===== config.mk =====
export PLATFORM = sky130hd
export DESIGN_NAME = ioredir_ctrl
export DESIGN_NICKNAME = d
export VERILOG_FILES = /design/src/rtl/ioredir_pkg.sv /design/src/rtl/ioredir_pin.sv /design/src/rtl/ioredir_pick.sv /design/src/rtl/ioredir_ctrl.sv
export SDC_FILE = /design/constraint.sdc
export NUM_CORES = 2
export LEC_CHECK = 0
export ABC_AREA = 1
export BUFFER_PORTS_ARGS = -buffer_cell sky130_fd_sc_hd__buf_2
export CORE_MARGIN = 8
export CORE_UTILIZATION = 30
export CTS_BUF_LIST = sky130_fd_sc_hd__clkbuf_4
export DETAILED_ROUTE_END_ITERATION = 10
export MAX_ROUTING_LAYER = met4
export PLACE_DENSITY = 0.52
export SETUP_SLACK_MARGIN = 0.15
export SYNTH_ARGS = -nofsm -noshare
export SYNTH_HDL_FRONTEND = slang
export SYNTH_HIERARCHICAL = 1
export SYNTH_SLANG_ARGS = --single-unit
export TNS_END_PERCENT = 10

===== constraint.sdc =====
create_clock -name clk -period 80 [get_ports clk]
set_clock_uncertainty 0.1 [all_clocks]
set_input_delay 16 -clock clk [delete_from_list [all_inputs] [get_ports clk]]
set_output_delay 16 -clock clk [all_outputs]
set_load 0.03 [all_outputs]

===== src/rtl/ioredir_pkg.sv =====
package ioredir_pkg;

  typedef enum logic [1:0] {
    EV_ASSERT   = 2'd0,
    EV_DEASSERT = 2'd1,
    EV_PULSE    = 2'd2,
    EV_NONE     = 2'd3
  } ev_op_e;

  // entry field positions (guest-visible layout)
  localparam int F_VEC_LSB  = 0;
  localparam int F_VEC_W    = 8;
  localparam int F_DLV_LO   = 8;
  localparam int F_DLV_HI   = 10;
  localparam int F_DMODE    = 11;
  localparam int F_DSTAT    = 12;
  localparam int F_RIRR     = 14;
  localparam int F_TRIG     = 15;
  localparam int F_MASK     = 16;
  localparam int F_DEST_LSB = 56;
  localparam int F_DEST_W   = 8;

  localparam logic [63:0] ENTRY_RST = 64'h0000_0000_0001_0000;

endpackage


===== src/rtl/ioredir_pin.sv =====
module ioredir_pin
  import ioredir_pkg::*;
#(
  parameter int CNT_W = 4
) (
  input  logic        clk,
  input  logic        rst_n,
  input  logic        ev_hit,
  input  ev_op_e      ev_op,
  input  logic        wr_lo,
  input  logic        wr_hi,
  input  logic [31:0] wdata,
  input  logic        eoi_stb,
  input  logic [7:0]  eoi_vec,
  input  logic        grant,
  output logic [63:0] entry_o,
  output logic        pend_o
);

  localparam logic signed [CNT_W-1:0] CNT_MAX = {1'b0, {(CNT_W-1){1'b1}}};
  localparam logic signed [CNT_W-1:0] CNT_MIN = {1'b1, {(CNT_W-1){1'b0}}};

  logic [63:0]             ent_q, ent_d;
  logic signed [CNT_W-1:0] cnt_q, cnt_d;
  logic                    rirr_q, rirr_d, pend_q, pend_d;
  logic                    ent_en, cnt_pos, cnt_zero;
  logic                    eoi_match, rirr_mid, ev_trig, wr_trig, trig, send;

  // entry next value: read-only bits are never stored
  always_comb begin
    ent_d = ent_q;
    if (wr_lo) ent_d[31:0]  = wdata;
    if (wr_hi) ent_d[63:32] = wdata;
    ent_d[F_DSTAT] = 1'b0;
    ent_d[F_RIRR]  = 1'b0;
  end
  assign ent_en = wr_lo | wr_hi;

  assign cnt_zero = (cnt_q == '0);
  assign cnt_pos  = !cnt_q[CNT_W-1] && !cnt_zero;

  // EOI retires first, then the write looks at remote-IRR
  assign eoi_match = eoi_stb && rirr_q && (ent_q[F_VEC_LSB +: F_VEC_W] == eoi_vec);
  assign rirr_mid  = rirr_q && !eoi_match;
  assign ev_trig   = ev_hit && ((ev_op == EV_ASSERT) || (ev_op == EV_PULSE)) && cnt_zero;
  assign wr_trig   = ent_en && !ent_d[F_MASK] && !rirr_mid && cnt_pos;
  assign trig      = ev_trig || wr_trig || (eoi_match && cnt_pos);
  assign send      = trig && !ent_d[F_MASK] && !ent_d[F_DMODE] &&
                     (ent_d[F_DLV_HI:F_DLV_LO] == 3'b000);

  assign rirr_d = rirr_mid || (send && ent_d[F_TRIG]);
  assign pend_d = (pend_q && !grant) || send;

  always_comb begin
    cnt_d = cnt_q;
    if (ev_hit) begin
      case (ev_op)
        EV_ASSERT:   if (cnt_q != CNT_MAX) cnt_d = cnt_q + CNT_W'(1);
        EV_DEASSERT: if (cnt_q != CNT_MIN) cnt_d = cnt_q - CNT_W'(1);
        default:     cnt_d = cnt_q;
      endcase
    end
  end

  always_ff @(posedge clk or negedge rst_n) begin
    if (!rst_n) begin
      ent_q  <= ENTRY_RST;
      cnt_q  <= '0;
      rirr_q <= 1'b0;
      pend_q <= 1'b0;
    end else begin
      if (ent_en) ent_q <= ent_d;
      if (ev_hit) cnt_q <= cnt_d;
      rirr_q <= rirr_d;
      pend_q <= pend_d;
    end
  end

  always_comb begin
    entry_o          = ent_q;
    entry_o[F_DSTAT] = pend_q;
    entry_o[F_RIRR]  = rirr_q;
  end
  assign pend_o = pend_q;

  AST_LEVEL_SETS_RIRR: assert property (@(posedge clk) disable iff (!rst_n)
    send && ent_d[F_TRIG] |=> rirr_q);
  AST_RIRR_HELD: assert property (@(posedge clk) disable iff (!rst_n)
    rirr_q && !eoi_stb |=> rirr_q);
  AST_CNT_QUIET: assert property (@(posedge clk) disable iff (!rst_n)
    !ev_hit |=> $stable(cnt_q));
  AST_PULSE_KEEPS_CNT: assert property (@(posedge clk) disable iff (!rst_n)
    ev_hit && (ev_op == EV_PULSE) |=> $stable(cnt_q));
  AST_MASKED_SILENT: assert property (@(posedge clk) disable iff (!rst_n)
    ent_q[F_MASK] && !ent_en |=> !$rose(pend_q));
  AST_PEND_HAS_CAUSE: assert property (@(posedge clk) disable iff (!rst_n)
    $rose(pend_q) |-> $past(trig));

endmodule


===== src/rtl/ioredir_pick.sv =====
module ioredir_pick #(
  parameter int N     = 24,
  parameter int SEL_W = 5
) (
  input  logic [N-1:0]     req,
  input  logic             ready,
  output logic             valid,
  output logic [SEL_W-1:0] sel,
  output logic [N-1:0]     grant
);

  always_comb begin
    sel = '0;
    for (int i = N - 1; i >= 0; i--) begin
      if (req[i]) sel = SEL_W'(i);
    end
    valid = |req;
    grant = '0;
    if (valid && ready) grant[sel] = 1'b1;
  end

endmodule


===== src/rtl/ioredir_ctrl.sv =====
module ioredir_ctrl
  import ioredir_pkg::*;
#(
  parameter int NUM_PINS = 24,
  parameter int CNT_W    = 4,
  parameter int ID_W     = 4,
  parameter int ID_LSB   = 24
) (
  input  logic        clk,
  input  logic        rst_n,
  input  logic        ev_valid,
  input  logic [4:0]  ev_pin,
  input  logic [1:0]  ev_op,
  input  logic        reg_wr,
  input  logic [7:0]  reg_addr,
  input  logic [31:0] reg_wdata,
  output logic [31:0] reg_rdata,
  input  logic        eoi_valid,
  input  logic [7:0]  eoi_vector,
  output logic        msg_valid,
  input  logic        msg_ready,
  output logic [7:0]  msg_vector,
  output logic [7:0]  msg_dest,
  output logic        msg_level,
  output logic        msg_bcast
);

  localparam int          SEL_W    = $clog2(NUM_PINS);
  localparam int          IDX_W    = 8;
  localparam int          ENT_BASE = 16;
  localparam logic [7:0]  ADDR_SEL = 8'h00;
  localparam logic [7:0]  ADDR_WIN = 8'h10;
  localparam logic [31:0] VERSION  = (32'(NUM_PINS - 1) << 16) | 32'h11;

  // reset: asserted at once, released after two clock edges
  logic [1:0] rs_q;
  logic       rst_s;
  always_ff @(posedge clk or negedge rst_n) begin
    if (!rst_n) rs_q <= 2'b00;
    else        rs_q <= {rs_q[0], 1'b1};
  end
  assign rst_s = rs_q[1];

  logic [IDX_W-1:0] idx_q, idx_d;
  logic [ID_W-1:0]  id_q, id_d;
  logic             sel_wr, win_wr, id_wr;
  ev_op_e           op_c;

  assign sel_wr = reg_wr && (reg_addr == ADDR_SEL);
  assign win_wr = reg_wr && (reg_addr == ADDR_WIN);
  assign id_wr  = win_wr && (idx_q == '0);
  assign idx_d  = reg_wdata[IDX_W-1:0];
  assign id_d   = reg_wdata[ID_LSB +: ID_W];
  assign op_c   = ev_op_e'(ev_op);

  always_ff @(posedge clk or negedge rst_s) begin
    if (!rst_s) begin
      idx_q <= '0;
      id_q  <= '0;
    end else begin
      if (sel_wr) idx_q <= idx_d;
      if (id_wr)  id_q  <= id_d;
    end
  end

  logic [63:0]         ent_all [NUM_PINS];
  logic [NUM_PINS-1:0] pend, grant;
  logic [SEL_W-1:0]    sel;

  for (genvar p = 0; p < NUM_PINS; p++) begin : g_pin
    localparam logic [IDX_W-1:0] LO_IDX = IDX_W'(ENT_BASE + 2 * p);
    localparam logic [IDX_W-1:0] HI_IDX = IDX_W'(ENT_BASE + 2 * p + 1);
    logic hit;
    assign hit = ev_valid && (ev_pin == SEL_W'(p));
    ioredir_pin #(.CNT_W(CNT_W)) u_pin (
      .clk     (clk),
      .rst_n   (rst_s),
      .ev_hit  (hit),
      .ev_op   (op_c),
      .wr_lo   (win_wr && (idx_q == LO_IDX)),
      .wr_hi   (win_wr && (idx_q == HI_IDX)),
      .wdata   (reg_wdata),
      .eoi_stb (eoi_valid),
      .eoi_vec (eoi_vector),
      .grant   (grant[p]),
      .entry_o (ent_all[p]),
      .pend_o  (pend[p])
    );
  end

  ioredir_pick #(.N(NUM_PINS), .SEL_W(SEL_W)) u_pick (
    .req   (pend),
    .ready (msg_ready),
    .valid (msg_valid),
    .sel   (sel),
    .grant (grant)
  );

  assign msg_vector = ent_all[sel][F_VEC_LSB +: F_VEC_W];
  assign msg_dest   = ent_all[sel][F_DEST_LSB +: F_DEST_W];
  assign msg_level  = ent_all[sel][F_TRIG];
  assign msg_bcast  = (msg_dest == 8'hFF);

  logic [31:0] win_rd;
  always_comb begin
    win_rd = '0;
    if (idx_q == 8'h00 || idx_q == 8'h02) win_rd = 32'(id_q) << ID_LSB;
    if (idx_q == 8'h01) win_rd = VERSION;
    for (int p = 0; p < NUM_PINS; p++) begin
      if (idx_q == IDX_W'(ENT_BASE + 2 * p))     win_rd = ent_all[p][31:0];
      if (idx_q == IDX_W'(ENT_BASE + 2 * p + 1)) win_rd = ent_all[p][63:32];
    end
  end

  always_comb begin
    reg_rdata = '0;
    if (reg_addr == ADDR_SEL) reg_rdata = 32'(idx_q);
    if (reg_addr == ADDR_WIN) reg_rdata = win_rd;
  end

  AST_MSG_HELD: assert property (@(posedge clk) disable iff (!rst_s)
    msg_valid && !msg_ready |=> msg_valid);
  AST_ONE_GRANT: assert property (@(posedge clk) disable iff (!rst_s)
    $onehot0(grant));
  AST_GRANT_NEEDS_READY: assert property (@(posedge clk) disable iff (!rst_s)
    !msg_ready |-> (grant == '0));

endmodule


# Word-level counts from Yosys, hierarchy flattened
# Index checks and enable logic that the tools add are counted.
[totals] regBits=1646 inputBits=61 wordCells=1427
[classes] n_addsub=48 order_cmp=3 eq_ne=197 n_mux=178 bitwise=25 reduce_logical=829
[ops] operator="$mux 32" n=50
[ops] operator="$logic_and 1x1->1" n=437
[ops] operator="$mux 17" n=24
[ops] operator="$bmux 64 s5" n=1
[ops] operator="$eq 8x6->1 const B" n=32
[ops] operator="$eq 8x8->1" n=24
[ops] operator="$mux 4" n=48
[ops] operator="$ne 4x4->1 const B" n=48
[ops] operator="$pmux 4 s2" n=24
[ops] operator="$logic_not 1->1" n=168
[ops] operator="$eq 8x5->1 const B" n=17
[ops] operator="$mux 64" n=2
[ops] operator="$mux 5" n=24
[ops] operator="$logic_or 1x1->1" n=98
[ops] operator="$add 4x2->4 const B" n=24
[ops] operator="$logic_not 4->1" n=24
[ops] operator="$reduce_and 2->1" n=48
[ops] operator="$reduce_and 4->1" n=24
[ops] operator="$sub 4x2->4 const B" n=24
[ops] operator="$ne 2x1->1 const B" n=47
[ops] operator="$logic_not 3->1" n=24
[ops] operator="$eq 5x4->1 const B" n=8
[ops] operator="$eq 5x5->1 const B" n=8
[ops] operator="$mux 28" n=1
[ops] operator="23 further kinds" n=51

# Logic depth before layout (Yosys ltp)
[logic_depth] word_depth=53 depth_mapped=38 depth_no_buf=35

# Hierarchy
# Netlist, hierarchy kept.
[modules_own_cells] module="ioredir_pin (g_pin[17].u_pin ...)" instances=11 cells_each=290 area_per_inst_um2=2912.8 seq_area_each_um2=1702.9
[modules_own_cells] module="ioredir_pin (g_pin[0].u_pin ...)" instances=8 cells_each=285 area_per_inst_um2=2915.3 seq_area_each_um2=1702.9
[modules_own_cells] module="ioredir_ctrl" instances=1 cells_each=3946 area_per_inst_um2=17580.6 seq_area_each_um2=350.3
[modules_own_cells] module="ioredir_pin (g_pin[6].u_pin ...)" instances=4 cells_each=284 area_per_inst_um2=2917.8 seq_area_each_um2=1702.9
[modules_own_cells] module="ioredir_pin (g_pin[5].u_pin)" instances=1 cells_each=283 area_per_inst_um2=2935.3 seq_area_each_um2=1702.9
[modules_own_cells] module="ioredir_pick" instances=1 cells_each=127 area_per_inst_um2=548.0 seq_area_each_um2=0.0

# Worst setup path after synthesis
# No wires, ideal clock.
[synth_path] path_kind="input-to-output" startpoint="in reg_addr[5]" endpoint="out reg_rdata[15]" arrival_ns=17.477 path_slack_ns=46.423 path_stages=5 path_buffers=1 path_cell_list="or3_1 -> nor2_1 -> clkbuf_1 -> o21ai_0 -> a21oi_1"
[synth_between] elab_chain_len=2
[synth_lines] element="from (decl)" line="ioredir_ctrl.sv:15" text="input logic [7:0] reg_addr,"
[synth_lines] element="$eq 8x5->1" line="ioredir_ctrl.sv:118" text="if (reg_addr == ADDR_WIN) reg_rdata = win_rd;"
[synth_lines] element="$mux 32" line="ioredir_ctrl.sv:118"
[synth_lines] element="to (decl)" line="ioredir_ctrl.sv:17" text="output logic [31:0] reg_rdata,"
# No other way between the ends.

# Worst setup path after layout
[layout_path] startpoint="in reg_addr[5]" endpoint="out reg_rdata[4]"
[layout_between] elab_chain_len=3 word_cells_on_any_way=4 classes_between="eq/ne: 1; mux: 2; reduce/logical: 1"
[layout_lines] element="$logic_not 8->1" line="ioredir_ctrl.sv:117" text="if (reg_addr == ADDR_SEL) reg_rdata = 32'(idx_q);"
[layout_lines] element="$mux 8" line="ioredir_ctrl.sv:117"
[layout_lines] element="$mux 32 (*)" line="ioredir_ctrl.sv:118"
# Every way passes the cells marked *; elsewhere a longest branch is shown, timed or not.

==> run_results.csv <==
group,metric,value,unit
setup_path,cp_data_required_time,63.90,ns
grt,overflow,0,
placed_design,gp_congestion,0.889,
cts,post-cts-setup-buffer-count,0,
pwr,vdd_drop_max,0.0446,mV
drt,ant_nets,0,
synth,synth.most_common_cell,"nand2_1",
sta,timing.final.crit_period,33.86,ns
synth,synth_ff_type,"dfrtp_1",
cts,clk_latency,1.43,ns
setup_path,crit_arrival,17.76,ns
floorplanning,die_width,558,um
setup_path,setup.worst_path.end_class,"output pin",
cells_and_area,finalNonFillerCells,15500,
sta,worst_pin_slew,1.24,ns
cells_and_area,nNetsFinal,11400,
cts,cts_root_buf,"clkbuf_4",
cts,ctsHoldBuffers,0,
drt,wl_per_cell,21.5,um
grt,grt_use_total,21.6,%
floorplanning,num_io_pins,112,
placed_design,hpwlAfterDp,220000,um
grt,grt_max_degree,156,
setup_path,cp_cell_sequence,"buf_2 -> or3_1 -> nor3b_1 -> nand2_1 -> nand2_1 -> buf_2",
sta,max_slew_margin,17.0,%
cells_and_area,areaGrowthSynthToFinish,12.1,%
sta,fmax,29.5,MHz
cts,htree_levels,5,
grt,grt_pass1_wl,495000,um
cts,cts-buffers-inserted,481,
grt,grt_pass1_vias,72800,
placed_design,io_buffers,111,
drt,dr_total_vias,75800,
synth,synth_edf_count,0,
floorplanning,fp.coreArea,0.293,mm^2
synth,synth-seq-area-share,46.8,%
sta,slew_viol_final,0,
drt,firstDrtPassIters,6,
grt,antenna_found_initial,25,
synth,yosys.area.top_type,"dfrtp_1",
sta,rsz0062_at_grt,"no",
synth,syn_area,0.0881,mm^2
sta,post-route-period-util,42.3,%
synth,synth_common_cells,"nand2_1 (3874), dfrtp_1 (1622), inv_1 (1024), nor2_1 (821), mux2_2 (772)",
floorplanning,rows,199,
cts,clkSinkCount,1646,
setup_path,critical_path_buf_inv_count,2,
floorplanning,die_area,0.311,mm^2
synth,ys.warnings.count,6,
synth,synth.net_count,11100,
sta,finalSetupTns,0,ns
floorplanning,initial_utilization,30.1,%
drt,routed_wirelength,333000,um
drt,drt_iter0_markers,6965,
sta,setup_violations,0,
setup_path,path_max_fanout,9,
setup_path,cpPeakStageDelay,0.83,ns
setup_path,crit_slowest_cell,"nor3b_1",
sta,timing.hold.ws,0.235,ns
synth,yosys.area.top_type_share,46.1,%
drt,viasPerCell,4.88,
cts,post_cts_resized,0,
placed_design,dp_cells,14700,
pwr,p_leak,49.8,nW
synth,synth.area.top_cells,"dfrtp_1 (46%), nand2_1 (17%), mux2_2 (9.9%)",
synth,syn_inst,11000,
sta,hold_violations,0,
synth,synth.avg_cell_area,8.04,um^2
pwr,p_per_area,22.8,mW/mm^2
synth,yosysUniqueCellTypes,50,
cts,clk_pin_slew,0.06,ns
synth,synth_seq_cells,1646,
setup_path,worstSetupPathType,"input pin to output pin",
synth,synthArstFlopShare,100,%
hold_path,hp-class,"flip-flop to asynchronous set/reset pin",
cts,tritoncts,"built",
setup_path,crit_path_start_kind,"input pin",
floorplanning,die_height,558,um
flow_run,cap_viol_max_count,0,
outcome,status,"finished clean",
setup_path,crit_family,"simple AND/OR/NAND/NOR gates",
drt,drc,0,
cts,clock_path_buffers,4,
cells_and_area,final_layout_size_suffix_gt1_share,19.7,%
## logic make-up after synthesis
logic type      share of synthesized area (%)
simple gates                             27.5
flops                                    46.8
buf+inv                                  7.68
compound gates                           5.97
mux                                      9.87
xor+xnor                                0.974
fa+ha+maj                                1.23
other cells                           0.00426
## worst reg2reg max path: stages, from the launching register on
cell	delay [ns]
dfrtp_4	0.85
buf_4	0.86
buf_4	0.78
buf_4	0.80
buf_4	0.82
buf_4	0.81
buf_4	0.68
## placed cells by master, fill, tap and decap left out, types with 188 or more instances in the layout
cell      instances
buf_4           188
clkbuf_4        734
mux2_2          772
o21ai_0         523
dfrtp_1        1621
nand2_1        3873
nand3_1         321
nor2_1          742
inv_1          1022
nand4_1         335
a21oi_1         279
## power by group
part           total, W  internal (W)  switching [W]
logic          0.000577      0.000127       0.000450
clock network  0.000809      0.000425       0.000383
registers      0.000863      0.000847      0.0000158
total           0.00225       0.00140       0.000849
## cell type report
| type | instances | area [um^2] |
|---|---|---|
| clock buffers | 734 | 5510 |
| well taps | 3919 | 4900 |
| repair buffers | 300 | 2000 |
| diodes | 18 | 45.0 |
| inverters | 1097 | 4160 |
| clock inverters | 101 | 500 |
| flip-flops and latches | 1646 | 41200 |
| fillers | 31100 | 194000 |
| multi-input cells | 7698 | 40400 |
## path summary, 6_finish.rpt
| kind | start | to | slack (ns) | cells past startpoint |
|---|---|---|---|---|
| worst max-delay path | reg_addr[5] | reg_rdata[4] | 46.14 | 6 |
| worst min-delay path | rs_q[1]$_DFF_PN0_ | g_pin[8].u_pin/cnt_q[1]$_DFFE_PN0P_ | 0.24 | 0 |
| worst max register to register | rs_q[1]$_DFF_PN0_ | g_pin[23].u_pin/ent_q[17]$_DFFE_PN0P_ | 74.40 | 6 |
| worst min register to register | rs_q[1]$_DFF_PN0_ | g_pin[8].u_pin/cnt_q[1]$_DFFE_PN0P_ | 0.24 | 0 |
| max in group asynchronous | rst_n | rs_q[1]$_DFF_PN0_ | 65.31 | 1 |
| min in group clk | rs_q[0]$_DFF_PN0_ | rs_q[1]$_DFF_PN0_ | 0.25 | 0 |
## metal layers
| layer | wire length (um) | vias up | part of all wire, % | global-route usage (%) |
|---|---|---|---|---|
| li1 | - | 35600 | - | - |
| met5 | 0 | - | 0 | - |
| met4 | 11300 | 0 | 3.4 | 7.48 |
| met1 | 154000 | 37100 | 46 | 30.0 |
| met2 | 144000 | 2642 | 43 | 31.5 |
| met3 | 23700 | 475 | 7.1 | 3.89 |
## state kept, by name, indices dropped and copies added (netlist names)
name and count:
g_pin.u_pin/ent_q 1488, g_pin.u_pin/cnt_q 96, g_pin.u_pin/pend_o 24, g_pin.u_pin/rirr_q 24
idx_q 8, id_q 4, rs_q 2
## stage by stage
step	power [W]	util, %	area, um^2	setup slack, ns
global route	0.00235	33.7	98800	45.89
detailed placement	0.00145	31.6	92700	46.12
floorplan	0.00119	-	88100	30.66
global placement	0.00145	31.6	92700	46.19
finish	0.00225	33.7	98800	46.14
CTS	0.00227	33.7	98700	46.11
Power figures use the tool's default switching activity.
